### config.mk
export PLATFORM = sky130hd
export DESIGN_NAME = tp_link_monitor
export DESIGN_NICKNAME = d
export VERILOG_FILES = /design/src/rtl/tp_link_pkg.sv /design/src/rtl/tp_link_timers.sv /design/src/rtl/tp_link_ctrl.sv /design/src/rtl/tp_link_monitor.sv
export SDC_FILE = /design/constraint.sdc
export NUM_CORES = 1
export LEC_CHECK = 0
export BUFFER_PORTS_ARGS = -buffer_cell sky130_fd_sc_hd__buf_2
export CORE_MARGIN = 2
export CORE_UTILIZATION = 46
export CTS_BUF_LIST = sky130_fd_sc_hd__clkbuf_8
export DETAILED_ROUTE_END_ITERATION = 7
export GPL_TIMING_DRIVEN = 0
export PLACE_DENSITY_LB_ADDON = 0.15
export SYNTH_ARGS = -nofsm -noshare
export SYNTH_HDL_FRONTEND = slang
export SYNTH_SLANG_ARGS = --single-unit
### constraint.sdc
create_clock -name clk -period 3 [get_ports clk]
set_input_delay 0.45 -clock clk [delete_from_list [all_inputs] [get_ports clk]]
set_output_delay 0.45 -clock clk [all_outputs]
set_load 0.02 [all_outputs]
### src/rtl/tp_link_pkg.sv
package tp_link_pkg;

  typedef enum logic {
    LINK_FAIL = 1'b0,
    LINK_PASS = 1'b1
  } linkState_t;

  // strobes from the control FSM to the timer datapath
  typedef struct packed {
    logic clrIdle;
    logic clrSince;
    logic firstPulse;
    logic incConsec;
    logic clrConsec;
    logic setPkt;
    logic clrPkt;
  } linkCmd_t;

endpackage

### src/rtl/tp_link_timers.sv
module tp_link_timers
  import tp_link_pkg::*;
#(
  parameter int TICK_DIV     = 250000,
  parameter int TX_PERIOD    = 16,
  parameter int BLANK_MIN    = 5,
  parameter int FAIL_TIMEOUT = 100,
  parameter int CONSEC_MIN   = 25,
  parameter int CONSEC_MAX   = 150,
  parameter int NEED_PULSES  = 4
) (
  input  logic     clk,
  input  logic     rstN,
  input  linkCmd_t cmd,
  output logic     timeout,
  output logic     tooClose,
  output logic     inWindow,
  output logic     consecZero,
  output logic     consecDone,
  output logic     pktSeen,
  output logic     txLinkPulse
);

  localparam int TICK_W   = (TICK_DIV > 1) ? $clog2(TICK_DIV) : 1;
  localparam int PERIOD_W = (TX_PERIOD > 1) ? $clog2(TX_PERIOD) : 1;
  localparam int IDLE_W   = $clog2(FAIL_TIMEOUT + 1);
  localparam int SINCE_SAT = CONSEC_MAX + 1;
  localparam int SINCE_W  = $clog2(SINCE_SAT + 1);
  localparam int CNT_W    = $clog2(NEED_PULSES + 1);

  localparam logic [PERIOD_W-1:0] PERIOD_LAST = PERIOD_W'(TX_PERIOD - 1);
  localparam logic [IDLE_W-1:0]   IDLE_LIMIT  = IDLE_W'(FAIL_TIMEOUT);
  localparam logic [SINCE_W-1:0]  SINCE_TOP   = SINCE_W'(SINCE_SAT);
  localparam logic [SINCE_W-1:0]  BLANK_L     = SINCE_W'(BLANK_MIN);
  localparam logic [SINCE_W-1:0]  WIN_LO      = SINCE_W'(CONSEC_MIN);
  localparam logic [SINCE_W-1:0]  WIN_HI      = SINCE_W'(CONSEC_MAX);
  localparam logic [CNT_W-1:0]    CNT_NEED    = CNT_W'(NEED_PULSES);

  logic                tick;
  logic [PERIOD_W-1:0] periodCnt;
  logic [IDLE_W-1:0]   idleCnt;
  logic [SINCE_W-1:0]  sinceCnt;
  logic [CNT_W-1:0]    consecCnt;
  logic                pktFlag;

  // millisecond-scale time base
  generate
    if (TICK_DIV > 1) begin : g_prescale
      localparam logic [TICK_W-1:0] TICK_LAST = TICK_W'(TICK_DIV - 1);
      logic [TICK_W-1:0] tickCnt;
      always_ff @(posedge clk or negedge rstN) begin
        if (!rstN)                  tickCnt <= '0;
        else if (tickCnt == TICK_LAST) tickCnt <= '0;
        else                        tickCnt <= tickCnt + 1'b1;
      end
      assign tick = (tickCnt == TICK_LAST);


      tick_gap_chk: assert property (@(posedge clk) disable iff (!rstN)
        tick |=> !tick);
    end else begin : g_noprescale
      assign tick = 1'b1;
    end
  endgenerate

  // free-running pulse request, independent of link state
  always_ff @(posedge clk or negedge rstN) begin
    if (!rstN) begin
      periodCnt   <= '0;
      txLinkPulse <= 1'b0;
    end else begin
      txLinkPulse <= tick && (periodCnt == PERIOD_LAST);
      if (tick) periodCnt <= (periodCnt == PERIOD_LAST) ? '0 : periodCnt + 1'b1;
    end
  end

  // no-activity timer, saturating at the limit
  always_ff @(posedge clk or negedge rstN) begin
    if (!rstN)                              idleCnt <= '0;
    else if (cmd.clrIdle)                   idleCnt <= '0;
    else if (tick && idleCnt != IDLE_LIMIT) idleCnt <= idleCnt + 1'b1;
  end

  // ticks since the last accepted pulse, saturating past the window
  always_ff @(posedge clk or negedge rstN) begin
    if (!rstN)                              sinceCnt <= '0;
    else if (cmd.clrSince)                  sinceCnt <= '0;
    else if (tick && sinceCnt != SINCE_TOP) sinceCnt <= sinceCnt + 1'b1;
  end

  // consecutive pulse count and packet flag for recovery
  always_ff @(posedge clk or negedge rstN) begin
    if (!rstN) begin
      consecCnt <= '0;
      pktFlag   <= 1'b0;
    end else begin
      if (cmd.clrConsec)                     consecCnt <= '0;
      else if (cmd.firstPulse)               consecCnt <= CNT_W'(1);
      else if (cmd.incConsec && !consecDone) consecCnt <= consecCnt + 1'b1;

      if (cmd.clrPkt)      pktFlag <= 1'b0;
      else if (cmd.setPkt) pktFlag <= 1'b1;
    end
  end

  assign timeout    = (idleCnt == IDLE_LIMIT);
  assign tooClose   = (sinceCnt < BLANK_L);
  assign inWindow   = (sinceCnt >= WIN_LO) && (sinceCnt <= WIN_HI);
  assign consecZero = (consecCnt == '0);
  assign consecDone = (consecCnt >= CNT_NEED);
  assign pktSeen    = pktFlag;


  consec_limit_chk: assert property (@(posedge clk) disable iff (!rstN)
    consecCnt <= CNT_NEED);


  idle_restart_chk: assert property (@(posedge clk) disable iff (!rstN)
    cmd.clrIdle |=> (idleCnt == '0));

  generate
    if (TX_PERIOD * TICK_DIV > 1) begin : g_pulse_chk

      tx_pulse_width_chk: assert property (@(posedge clk) disable iff (!rstN)
        txLinkPulse |=> !txLinkPulse);
    end
  endgenerate

endmodule

### src/rtl/tp_link_ctrl.sv
module tp_link_ctrl
  import tp_link_pkg::*;
(
  input  logic     clk,
  input  logic     rstN,
  input  logic     rxLinkPulse,
  input  logic     rxPktDone,
  input  logic     txBusy,
  input  logic     rxBusy,
  input  logic     timeout,
  input  logic     tooClose,
  input  logic     inWindow,
  input  logic     consecZero,
  input  logic     consecDone,
  input  logic     pktSeen,
  output linkCmd_t cmd,
  output logic     linkPass
);

  linkState_t state, nextState;
  logic       accepted;
  logic       qualified;
  logic       allIdle;

  assign accepted  = rxLinkPulse && !tooClose;
  assign qualified = consecDone || pktSeen;
  assign allIdle   = !txBusy && !rxBusy;

  always_comb begin
    cmd       = '0;
    nextState = state;
    unique case (state)
      LINK_PASS: begin
        if (accepted) begin
          cmd.clrIdle  = 1'b1;
          cmd.clrSince = 1'b1;
        end
        if (rxPktDone) cmd.clrIdle = 1'b1;
        if (timeout && !accepted && !rxPktDone) begin
          nextState     = LINK_FAIL;
          cmd.clrConsec = 1'b1;
          cmd.clrPkt    = 1'b1;
        end
      end
      default: begin
        cmd.clrIdle = 1'b1;
        if (qualified && allIdle) begin
          nextState     = LINK_PASS;
          cmd.clrSince  = 1'b1;
          cmd.clrConsec = 1'b1;
          cmd.clrPkt    = 1'b1;
        end else begin
          if (rxLinkPulse) begin
            cmd.clrSince = 1'b1;
            if (!consecZero && inWindow) cmd.incConsec  = 1'b1;
            else                         cmd.firstPulse = 1'b1;
          end
          if (rxPktDone) cmd.setPkt = 1'b1;
        end
      end
    endcase
  end

  always_ff @(posedge clk or negedge rstN) begin
    if (!rstN) state <= LINK_FAIL;
    else       state <= nextState;
  end

  assign linkPass = (state == LINK_PASS);


  idle_recover_chk: assert property (@(posedge clk) disable iff (!rstN)
    $rose(linkPass) |-> $past(allIdle));


  qualified_recover_chk: assert property (@(posedge clk) disable iff (!rstN)
    $rose(linkPass) |-> $past(consecDone || pktSeen));


  timeout_fail_chk: assert property (@(posedge clk) disable iff (!rstN)
    $fell(linkPass) |-> $past(timeout));


  fail_clears_chk: assert property (@(posedge clk) disable iff (!rstN)
    $fell(linkPass) |-> (consecZero && !pktSeen));

endmodule

### src/rtl/tp_link_monitor.sv
module tp_link_monitor
  import tp_link_pkg::*;
#(
  parameter int TICK_DIV     = 250000,
  parameter int TX_PERIOD    = 16,
  parameter int BLANK_MIN    = 5,
  parameter int FAIL_TIMEOUT = 100,
  parameter int CONSEC_MIN   = 25,
  parameter int CONSEC_MAX   = 150,
  parameter int NEED_PULSES  = 4
) (
  input  logic clk,
  input  logic rstN,
  input  logic rxLinkPulse,
  input  logic rxPktDone,
  input  logic txBusy,
  input  logic rxBusy,
  output logic txLinkPulse,
  output logic linkPass,
  output logic rxEnable,
  output logic txDataEnable
);

  linkCmd_t cmd;
  logic timeout, tooClose, inWindow, consecZero, consecDone, pktSeen;

  tp_link_ctrl u_ctrl (
    .clk        (clk),
    .rstN       (rstN),
    .rxLinkPulse(rxLinkPulse),
    .rxPktDone  (rxPktDone),
    .txBusy     (txBusy),
    .rxBusy     (rxBusy),
    .timeout    (timeout),
    .tooClose   (tooClose),
    .inWindow   (inWindow),
    .consecZero (consecZero),
    .consecDone (consecDone),
    .pktSeen    (pktSeen),
    .cmd        (cmd),
    .linkPass   (linkPass)
  );

  tp_link_timers #(
    .TICK_DIV    (TICK_DIV),
    .TX_PERIOD   (TX_PERIOD),
    .BLANK_MIN   (BLANK_MIN),
    .FAIL_TIMEOUT(FAIL_TIMEOUT),
    .CONSEC_MIN  (CONSEC_MIN),
    .CONSEC_MAX  (CONSEC_MAX),
    .NEED_PULSES (NEED_PULSES)
  ) u_timers (
    .clk        (clk),
    .rstN       (rstN),
    .cmd        (cmd),
    .timeout    (timeout),
    .tooClose   (tooClose),
    .inWindow   (inWindow),
    .consecZero (consecZero),
    .consecDone (consecDone),
    .pktSeen    (pktSeen),
    .txLinkPulse(txLinkPulse)
  );

  assign rxEnable     = linkPass;
  assign txDataEnable = linkPass;


  fail_gates_chk: assert property (@(posedge clk) disable iff (!rstN)
    !linkPass |-> (!rxEnable && !txDataEnable));

endmodule

==> flow_summary.ini <==
[synthesis]
ys_types = 62
synthFlopType = dfrtp_1
syn_area_per_cell_sq_um = 9.92
async_reset_ff_frac = 1.00
synth-seq-cells = 43
yosys_warnings = 0
yosysSeqAreaShare = 0.424
synthCells = 256
netlist_area_sq_um = 2540
synth-edff-count = 0
syn_nets = 272

[clocking]
clock_sinks = 43
clock_latency_ns = 0.29
cts_setup_buffers = 0
htreeDepth = 2
cts_root_buf = clkbuf_8
numCtsBuffers = 5
cts_tree = built
clk_path_buf_depth = 2
holdBufCountCts = 0
cts_resized = 0
path_clk_slew_ns = 0.09

[critical_path]
critPathMaxStageDelay_ns = 0.37
critPathArrivalTime_ns = 2.12
worst_setup_path_start_kind = flop
cp-end-kind = flop
crit_slowest_cell = dfrtp_1
r2r.worst_path.cells = 8
cp_max_fo = 10
crit_chain = ha_1 > and3_1 > buf_2 > nand3_2 > buf_6 > buf_2 > o31ai_1 > a21oi_1
required_ns = 3.17
crit_type = reg2reg
worst_path_most_repeated_cell = buf_2

[layout]
drive_gt1_frac = 0.158
multi_input_area_sq_um = 1360
fill_cells = 508
area_growth_pct = 8.82
num_antenna_cells = 0
final_cell_area_sq_um = 2760
nNetsFinal = 288
seqCellArea_sq_um = 1080

[run_status]
status = complete, no violations

[placed_design]
dpl-instance-area_sq_um = 2680
portBuffers = 9
routabilityCongestion = 0.758
pre_cts_slack_ns = 1.03
hpwl_um = 3750

[global_routing]
grt_max_degree = 44
track_usage = 0.190
grt_pass1_vias = 1954
grt_pass1_wl_um = 9360
grt_overflow = 0
antenna_found_initial = 0

[sta]
whs_ns = 0.312
setup-tns-final_ns = 0
min_period_over_period = 0.651
slew_viol_final = 0
clock_skew_ns = 0.00684
setup_viol = 0
relSlewSlack = 0.353
finalHoldViolCount = 0
fmax_ghz = 0.512
tightest_slew_ns = 0.970
finalWorstSetupSlack_ns = 1.05
rsz0062_at_grt = false
final.min_clock_period_ns = 1.95

[power_and_ir_drop]
ir_worst_vdd_uv = 267
power_frac_comb = 0.076
seq_power_share = 0.582
p_leak_uw = 0.00115
internal_power_uw = 789
p_per_area_nw_per_um2 = 385
p_sw_frac = 0.258
p_clk_frac = 0.342
p_switching_uw = 274

[route]
drtIter0Drc = 89
finalWirelength_um = 5300
vias = 1998
vias_per_cell = 5.79
drc = 0
wl_per_cell_um = 15.4
postRouteAntennaNets = 0
drt-pass1-iter-count = 4

[die]
core_area_sq_um = 5410
die_h_um = 78.3
die_area_sq_um = 6130
die_w_um = 78.3
initial_core_util = 0.470
rows = 27
ios = 10

[hold_path]
min_path_type = in2async

[job]
drv_cap = 0
==> cell families after synthesis <==
group | count (synthesis) | synth area share
AND/OR/NAND/NOR | 111 | 0.278
AO/OA/AOI/OAI | 50 | 0.132
flip-flops | 43 | 0.424
buffers and inverters | 21 | 0.0399
XOR/XNOR | 13 | 0.0448
adder cells (fa/ha/maj) | 10 | 0.0493
multiplexers | 8 | 0.0325
==> cells in the final DEF (no fill, tap or decap), types with 3 or more instances in the layout <==
master,n
nand2_1,12
and3_1,7
nor4_1,4
or3_1,3
inv_1,10
xor2_1,4
nand4_1,10
nand3b_1,3
and4_1,3
nand4b_1,4
mux2i_1,6
buf_2,14
o31ai_1,8
ha_1,10
or4_1,6
a21oi_1,20
and2_1,3
xnor2_1,9
dfrtp_1,43
o21ai_1,5
clkbuf_8,5
nor2_1,14
nand3_1,18
==> cells in the mapped netlist (2+ instances only) <==
cell	instances	area (sq um)
or4_1	6	45.0
ha_1	10	125
and4_1	3	26.3
o21ai_1	5	25.0
nor4_1	4	25.0
o21ai_0	2	10.0
xor2_1	4	35.0
nand3b_1	3	22.5
a31oi_1	2	12.5
nor3_1	2	10.0
mux2_2	2	22.5
nor2b_1	2	12.5
o31ai_1	8	60.1
o41ai_2	2	32.5
buf_2	5	25.0
nand4b_1	4	35.0
a21oi_1	20	100
nor2_1	14	52.6
and3_1	7	43.8
nand3_1	18	90.1
or3_1	3	18.8
buf_4	2	15.0
nand4_1	10	62.6
mux2i_1	6	60.1
a2111oi_0	2	17.5
nor3_4	2	32.5
dfrtp_1	43	1080
xnor2_1	9	78.8
inv_1	10	37.5
and2_1	3	18.8
nand2_1	12	45.0
==> sequential cells by signal, summed over array words and instances, names as in the netlist <==
signal and cells:
u_ctrl.linkPass 1, u_timers.consecCnt 3, u_timers.txLinkPulse 1, u_timers.pktSeen 1, u_timers.idleCnt 7, u_timers.g_prescale.tickCnt 18
u_timers.periodCnt 4, u_timers.sinceCnt 8
==> path summary, 6_finish.rpt <==
kind / from / endpoint / slack, ns
setup / recovery: u_timers.g_prescale.tickCnt[0] / u_timers.sinceCnt[1] / 1.05
hold / removal: rstN / u_timers.sinceCnt[7] / 0.31
setup reg to reg: u_timers.g_prescale.tickCnt[0] / u_timers.sinceCnt[1] / 1.05
hold reg to reg: u_timers.g_prescale.tickCnt[0] / u_timers.g_prescale.tickCnt[0] / 0.46
max in group asynchronous: rstN / u_timers.idleCnt[3] / 2.09
min in group clk: rxPktDone / u_timers.pktSeen / 0.41
==> routing by layer <==
metal	vias to the layer above	global-route usage	part of all wire
met5	-	0	0
met4	0	0.0526	0.011
met3	5	0.0241	0.030
met2	29	0.321	0.48
met1	974	0.259	0.48
li1	990	-	-
==> area by class of cell <==
| type | instances | area share |
|---|---|---|
| Buffer | 10 | 0.0217 |
| Sequential cell | 43 | 0.389 |
| Multi-Input combinational cell | 192 | 0.493 |
| Timing Repair Buffer | 9 | 0.0163 |
| Clock inverter | 3 | 0.00724 |
| Tap cell | 72 | 0.0326 |
| Inverter | 11 | 0.0149 |
| Clock buffer | 5 | 0.0249 |
==> critical path: cells and delay by family (launching register included) <==
kind	cells	cell delay (ns)
DFF	1	0.37
adders and majority gates	1	0.20
buffers and inverters	3	0.56
AOI/OAI and AO/OA	2	0.38
and+or+nand+nor	2	0.32
==> power by group through the flow <==
| stage | sequential (uW) | clock, uW | combinational (uW) |
|---|---|---|---|
| after floorplan | 623 | 0 | 52.9 |
| after global placement | 630 | 0 | 77.2 |
| after detailed placement | 629 | 0 | 81.8 |
| after CTS | 618 | 388 | 82.3 |
| after global routing | 622 | 404 | 94.7 |
| final | 619 | 364 | 80.5 |
==> through the flow <==
stage               utilization  std cells  total power (uW)
floorplan                     -        256               676
global placement          0.495        337               707
detailed placement        0.495        337               711
CTS                       0.511        345              1090
global route              0.511        345              1120
finish                    0.511        345              1060
No activity file was read; power rests on OpenSTA's default activity.
